**src/rtl/crt_htiming_pkg.sv**
```systemverilog
package crt_htiming_pkg;
  parameter int unsigned REG_W    = 8;
  parameter int unsigned CNT_W    = REG_W + 1;
  parameter int unsigned BEND_W   = 6;
  parameter int unsigned SEND_W   = 5;
  parameter int unsigned SKEW_W   = 2;
  parameter int unsigned LINE_ADD = 4;
endpackage

```
**src/rtl/crt_hcount.sv**
```systemverilog
module crt_hcount #(
  parameter int unsigned REG_W    = 8,
  parameter int unsigned CNT_W    = 9,
  parameter int unsigned LINE_ADD = 4
) (
  input  logic             clk_i,
  input  logic             rst_ni,
  input  logic             step_i,
  input  logic [REG_W-1:0] total_i,
  output logic [CNT_W-1:0] cnt_o,
  output logic [CNT_W-1:0] cnt_nxt_o,
  output logic             wrap_o
);
  logic [CNT_W-1:0] cnt_q;
  logic [CNT_W-1:0] last_cnt;
  logic             at_last;

  assign last_cnt  = CNT_W'(total_i) + CNT_W'(LINE_ADD);
  assign at_last   = (cnt_q == last_cnt);
  assign cnt_nxt_o = at_last ? '0 : cnt_q + 1'b1;

  always_ff @(posedge clk_i or negedge rst_ni) begin
    if (!rst_ni) begin
      cnt_q  <= '0;
      wrap_o <= 1'b0;
    end else begin
      wrap_o <= step_i && at_last;
      if (step_i) cnt_q <= cnt_nxt_o;
    end
  end

  assign cnt_o = cnt_q;
endmodule

```
**src/rtl/crt_hspan.sv**
```systemverilog
module crt_hspan #(
  parameter int unsigned REG_W = 8,
  parameter int unsigned CNT_W = 9,
  parameter int unsigned END_W = 6
) (
  input  logic             clk_i,
  input  logic             rst_ni,
  input  logic             step_i,
  input  logic [CNT_W-1:0] pos_i,
  input  logic [REG_W-1:0] start_i,
  input  logic [END_W-1:0] end_i,
  output logic             active_o
);
  logic hit_start;
  logic hit_end;

  assign hit_start = (pos_i == CNT_W'(start_i));
  assign hit_end   = (pos_i[END_W-1:0] == end_i);

  // start match has priority over end match
  always_ff @(posedge clk_i or negedge rst_ni) begin
    if (!rst_ni)                  active_o <= 1'b0;
    else if (step_i && hit_start) active_o <= 1'b1;
    else if (step_i && hit_end)   active_o <= 1'b0;
  end
endmodule

```
**src/rtl/crt_hskew.sv**
```systemverilog
module crt_hskew #(
  parameter int unsigned SKEW_W = 2
) (
  input  logic              clk_i,
  input  logic              rst_ni,
  input  logic              step_i,
  input  logic              in_i,
  input  logic [SKEW_W-1:0] sel_i,
  output logic              out_o
);
  localparam int unsigned DEPTH = (1 << SKEW_W) - 1;

  logic [DEPTH:0] taps;
  assign taps[0] = in_i;

  for (genvar k = 1; k <= DEPTH; k++) begin : g_tap
    always_ff @(posedge clk_i or negedge rst_ni) begin
      if (!rst_ni)     taps[k] <= 1'b0;
      else if (step_i) taps[k] <= taps[k-1];
    end
  end

  assign out_o = taps[sel_i];
endmodule

```
**src/rtl/crt_htiming.sv**
```systemverilog
module crt_htiming
  import crt_htiming_pkg::*;
(
  input  logic              clk_i,
  input  logic              rst_ni,
  input  logic              char_en_i,
  input  logic [REG_W-1:0]  htotal_i,
  input  logic [REG_W-1:0]  hdisp_end_i,
  input  logic [REG_W-1:0]  hblank_start_i,
  input  logic [BEND_W-1:0] hblank_end_i,
  input  logic [REG_W-1:0]  hsync_start_i,
  input  logic [SEND_W-1:0] hsync_end_i,
  input  logic [SKEW_W-1:0] disp_skew_i,
  input  logic [SKEW_W-1:0] sync_skew_i,
  output logic              disp_en_o,
  output logic              hblank_o,
  output logic              hsync_o,
  output logic              line_end_o
);
  logic [CNT_W-1:0] cnt_q;
  logic [CNT_W-1:0] cnt_nxt;
  logic             disp_q;
  logic             sync_q;

  crt_hcount #(.REG_W(REG_W), .CNT_W(CNT_W), .LINE_ADD(LINE_ADD)) u_cnt (
    .clk_i, .rst_ni, .step_i(char_en_i), .total_i(htotal_i),
    .cnt_o(cnt_q), .cnt_nxt_o(cnt_nxt), .wrap_o(line_end_o)
  );

  always_ff @(posedge clk_i or negedge rst_ni) begin
    if (!rst_ni)        disp_q <= 1'b0;
    else if (char_en_i) disp_q <= (cnt_nxt <= CNT_W'(hdisp_end_i));
  end

  crt_hspan #(.REG_W(REG_W), .CNT_W(CNT_W), .END_W(BEND_W)) u_blank (
    .clk_i, .rst_ni, .step_i(char_en_i), .pos_i(cnt_nxt),
    .start_i(hblank_start_i), .end_i(hblank_end_i), .active_o(hblank_o)
  );

  crt_hspan #(.REG_W(REG_W), .CNT_W(CNT_W), .END_W(SEND_W)) u_sync (
    .clk_i, .rst_ni, .step_i(char_en_i), .pos_i(cnt_nxt),
    .start_i(hsync_start_i), .end_i(hsync_end_i), .active_o(sync_q)
  );

  crt_hskew #(.SKEW_W(SKEW_W)) u_disp_skew (
    .clk_i, .rst_ni, .step_i(char_en_i), .in_i(disp_q),
    .sel_i(disp_skew_i), .out_o(disp_en_o)
  );

  crt_hskew #(.SKEW_W(SKEW_W)) u_sync_skew (
    .clk_i, .rst_ni, .step_i(char_en_i), .in_i(sync_q),
    .sel_i(sync_skew_i), .out_o(hsync_o)
  );
endmodule

```
**config.mk**
```make
export PLATFORM = sky130hd
export DESIGN_NAME = crt_htiming
export DESIGN_NICKNAME = d
export VERILOG_FILES = /design/src/rtl/crt_htiming_pkg.sv /design/src/rtl/crt_hcount.sv /design/src/rtl/crt_hspan.sv /design/src/rtl/crt_hskew.sv /design/src/rtl/crt_htiming.sv
export SDC_FILE = /design/constraint.sdc
export NUM_CORES = 1
export LEC_CHECK = 0
export ABC_AREA = 1
export BUFFER_PORTS_ARGS = -buffer_cell sky130_fd_sc_hd__buf_2
export CORE_MARGIN = 8
export CORE_UTILIZATION = 59
export CTS_BUF_LIST = sky130_fd_sc_hd__clkbuf_4
export CTS_CLUSTER_SIZE = 30
export DETAILED_ROUTE_END_ITERATION = 6
export PLACE_DENSITY_LB_ADDON = 0.2
export SYNTH_ARGS = -nofsm -noshare
export SYNTH_HDL_FRONTEND = slang
export SYNTH_SLANG_ARGS = --single-unit
```
**constraint.sdc**
```tcl
create_clock -name clk_i -period 6.35 [get_ports clk_i]
set_clock_uncertainty 0.15 [all_clocks]
set_input_delay 0.635 -clock clk_i [delete_from_list [all_inputs] [get_ports clk_i]]
set_output_delay 0.635 -clock clk_i [all_outputs]
set_load 0.05 [all_outputs]
```
---- Word level (Yosys, flattened, before mapping) ----
Index checks and enable logic that the tools add are counted.
Widths: inputs -> output; s select.
operators by class
  $add $sub $neg .......................... 2
  $lt $le $gt $ge ......................... 3
  equality and inequality tests ........... 5
  muxes and demuxes ....................... 9
  reductions and logical operators ........ 7
operators by type and width
  cell                 number
  $eq 9x8->1           2
  $add 8x3->9 const B  1
  $add 9x1->9 const B  1
  $eq 9x9->1           1
  $le 9x8->1           1
  $mux 9               1
  $eq 6x6->1           1
  $lt 2x3->1 const B   2
  $mux 1               6
  $eq 5x5->1           1
  $logic_and 1x1->1    5
  $bmux 1 s2           2
  $reduce_bool 2->1    2
storage, ports and cells
  flip-flop bits (word level) ............. 19
  bits of input ports ..................... 50
  output and inout port bits .............. 4
  logic and storage cells ................. 37

---- Logic depth before layout (Yosys ltp) ----
  depth in word-level cells ............... 7
  mapped depth ............................ 20
  mapped depth without buffers ............ 20

---- Cells and area by module ----
A second synthesis with hierarchy kept.
unflattened totals
  cells, all modules ...................... 373
  area, all modules ....................... 2158.3 um^2
by module, submodules not included
  module                times used  cells an instance  area each (um^2)  seq. area each (um^2)
  crt_hcount            1           156                979.7             250.2
  crt_hspan at u_blank  1           66                 307.8             25.0
  crt_hskew             2           22                 152.6             75.1
  crt_hspan at u_sync   1           63                 286.5             25.0
  crt_htiming           1           44                 279.0             25.0

---- Worst setup path after synthesis ----
Ideal clock, no wire load.
  path type ............................... input to register
  start ................................... input port htotal_i[2]
  end ..................................... register disp_q (netlist name)
  library setup time ...................... 0.123 ns
  data arrival time ....................... 2.618 ns
  required time ........................... 6.077 ns
  path slack .............................. 3.459 ns
  cell stages on the path ................. 17
  path buffers ............................ 0
  cells stage by stage .................... ha_1 -> xnor2_1 -> nand2_1 -> nor2_1 -> nand2_1 -> nor2_1 -> nand3_2 -> nand2_1 -> inv_1 -> ha_1 -> nand2_1 -> o21ai_0 -> a31oi_1 -> o21ai_0 -> a21oi_1 -> o21ai_0 -> nand2_1
on the way
  word-level cells in the longest chain between the ends .. 4
RTL lines
  what            RTL line           source
  from (decl)     crt_htiming.sv:7   input logic [REG_W-1:0] htotal_i,
  $add 8x3->9     crt_hcount.sv:18   assign last_cnt = CNT_W'(total_i) + CNT_W'(LINE_ADD);
  $eq 9x9->1      crt_hcount.sv:19   assign at_last = (cnt_q == last_cnt);
  $mux 9          crt_hcount.sv:20   assign cnt_nxt_o = at_last ? '0 : cnt_q + 1'b1;
  net cnt_nxt[2]  crt_htiming.sv:21  logic [CNT_W-1:0] cnt_nxt;
  $le 9x8->1      crt_htiming.sv:32  else if (char_en_i) disp_q <= (cnt_nxt <= CNT_W'(hdisp_end_i));
The timed path passes the listed nets, and every way through them passes these cells.
A chain may end at the register's enable or synchronous reset.

---- Worst setup path after layout ----
  start ................................... input port htotal_i[2]
  end ..................................... register disp_q (netlist name)
on the way
  word-level cells in the longest chain between the ends .. 4
RTL lines
  what            RTL line
  $add 8x3->9     crt_hcount.sv:18
  $eq 9x9->1      crt_hcount.sv:19
  $mux 9          crt_hcount.sv:20
  net cnt_nxt[2]  crt_htiming.sv:21
  $le 9x8->1      crt_htiming.sv:32
The timed path passes the listed nets, and every way through them passes these cells.

==> flow_summary.ini <==
[clocking]
numCtsBuffers = 3
postCtsSetupBuffers = 0
clock-root-buffer = clkbuf_4
cts_sinks = 19
cts_hold_buf = 0
htree_levels = 1
clk_latency_ns = 0.30
cts_resized = 0
path_clk_slew_ns = 0.11
cts_tree = built
clockBufferDepth = 2

[final_layout]
drive_gt1_share_pct = 19.36
fin_nets = 438
fillers = 343
n_antenna_cell = 0
final_util_pct = 69.89
final_area_um2 = 2277
synthToLayoutAreaGrowth_pct = 16.00

[timing]
tns_ns = 0
finalMaxSlewViolations = 0
fmax_ghz = 0.2686
hold_viol_final = 0
min_period_over_period_pct = 58.64
rsz0062_at_grt = false
setup_viol = 0
worst_pin_slew_ns = 0.6877
whs_ns = 0.1176
fin_crit_ns = 3.723
slew_headroom_pct = 54.10

[power_and_ir_drop]
switching_power_mw = 0.2557
p_total_mw = 0.5414
leakage_nw = 1.431
combPwrFrac_pct = 56.4
powerDensity_nw_per_um2 = 237.8
p_int_mw = 0.2858
peakVddDrop_v = 0.0001215
swShare_pct = 47.22
pwr-share-clk_pct = 12.6
pwr-share-seq_pct = 31.0

[yosys]
ys_seq_area_share_pct = 24.22
syn-num-nets = 387
synth-seq-cells = 19
synth_area_leaders = dfrtp_1 (24%), nand2_1 (21%), inv_1 (11%)
synthTopCellsByCount = nand2_1 (110), inv_1 (58), nor2_1 (29)
synth_edf_count = 0
synth_top_area_cell = dfrtp_1
syn_area_per_cell_um2 = 6.003
synth.distinct_cells = 28
netlist_area_um2 = 1963
synth_top_area_share_pct = 24.22
synthCells = 327
yosys_warnings = 0
yosysMostFrequentCell = nand2_1
synthFlopType = dfrtp_1
synthArstFlopShare_pct = 100.0

[place]
place_area_um2 = 2247
numPortBuffers = 53
place_congestion = 0.9322
hpwl_mm = 4.064

[worst_setup_path]
startpoint = htotal_i[2]
rr_startpoint = u_cnt.cnt_o[0]
reg2regPathDepth = 18
end_kind = flop
start_kind = input port
critPathKind = in -> reg
reg2reg_slack_ns = 2.84
crit_path_max_fanout = 33
critical_path_required_ns = 6.39
worstPathArrival_ns = 3.77
reg2reg_to = disp_q

[grt]
antenna_found_initial = 0
grt_usage_pct = 19.47
overflow = 0
grt_pass1_vias = 2077
grt_pass1_wl_mm = 8.528
grt_max_degree = 34

[routing]
drtAntennaViolNets = 0
drc = 0
viasPerCell = 4.941
drtIter0Drc = 111
vias = 2090
drt_pass1_iterations = 4
wl_per_cell_um = 11.83
drt-total-wl_mm = 5.005

[floorplan]
io_pins = 54
die_h_um = 73.69
rows = 21
die-width_um = 73.69
core-area_um2 = 3258
die-area_um2 = 5429
start_util_pct = 60.25

[flow_run]
cap_violations = 0

[min_path]
hold_path_class = in -> async

[run_status]
status = finished, final reports clean
-- routing by layer --
layer	share of wire (%)	routed length, um	GRT usage [%]
met2	46	2285	32.58
met1	46	2300	24.10
met4	1.6	80	6.652
met5	0	0	0
met3	6.8	338	3.683
-- power groups by stage --
stage	clock, mW	sequential [mW]	combinational [mW]
5_1_grt	0.0726	0.171	0.349
4_1_cts	0.0669	0.167	0.304
2_1_floorplan	0	0.170	0.222
3_3_place_gp	0	0.169	0.290
6_report	0.0680	0.168	0.306
3_5_place_dp	0	0.170	0.302
-- cells by family (layout without fill, tap and decap cells) --
family	count (synthesis)	count (layout)	share of synthesized area, %
fa+ha+maj	10	10	6.373
simple gates	182	182	40.22
flops	19	19	24.22
xor+xnor	13	13	6.182
buf+inv	69	119	13.83
compound gates	34	34	9.178
-- worst max path at each step --
stage | slack [ns] | to | cells after the start
after floorplan | 3.46 | disp_q | 17
after global placement | 2.50 | disp_q | 18
after detailed placement | 2.34 | disp_q | 18
after CTS | 2.68 | disp_q | 18
after global routing | 2.33 | disp_q | 18
final | 2.63 | disp_q | 18
-- placed cells by master, fill, tap and decap left out --
cell type	instances
ha_1	10
xor2_2	1
a21o_1	1
nand3b_1	9
nand3_2	1
xnor2_1	5
buf_2	53
a32oi_1	1
xor2_1	7
o21ai_1	1
nand2_1	110
nor2_4	1
nand2_2	8
o21ai_0	20
o21bai_1	1
inv_1	58
nand4_1	1
nand2_4	1
nor2_1	29
inv_2	4
clkbuf_4	4
a31oi_1	1
a21oi_1	9
dfrtp_1	19
nand3_1	21
nor4_1	1
-- area by class of cell --
cell class / instances / area [um2] / area share (%)
tap: 46 / 57.56 / 2.527
timing repair buffer: 53 / 265.3 / 11.65
sequential: 19 / 475.5 / 20.88
clock buffer: 4 / 30.03 / 1.319
inverter: 62 / 232.7 / 10.22
multi-input combinational: 239 / 1216 / 53.41
-- registers in the layout (all words and copies together) (netlist names) --
name	count
u_cnt.cnt_o	9
disp_q	1
u_blank.active_o	1
u_disp_skew.taps	3
u_cnt.wrap_o	1
u_sync_skew.taps	3
u_sync.active_o	1
-- worst max-delay path, cell delays in order --
cell and delay, ns:
buf_2 0.12, ha_1 0.30, xnor2_1 0.16, nand2_1 0.06
nor2_1 0.08, nand2_1 0.06, nor2_1 0.10, nand3_2 0.54
nand2_1 0.45, inv_1 0.09, ha_1 0.31, nand2_1 0.08
o21ai_0 0.21, a31oi_1 0.11, o21ai_0 0.15, a21oi_1 0.08
o21ai_0 0.14, nand2_1 0.07
-- metrics by stage --
step,cells,setup slack (ns)
final,423,2.627
after floorplan,327,3.459
after CTS,423,2.679
after detailed placement,419,2.342
after global routing,423,2.329
after global placement,419,2.498
(Power assumes the default switching activity.)
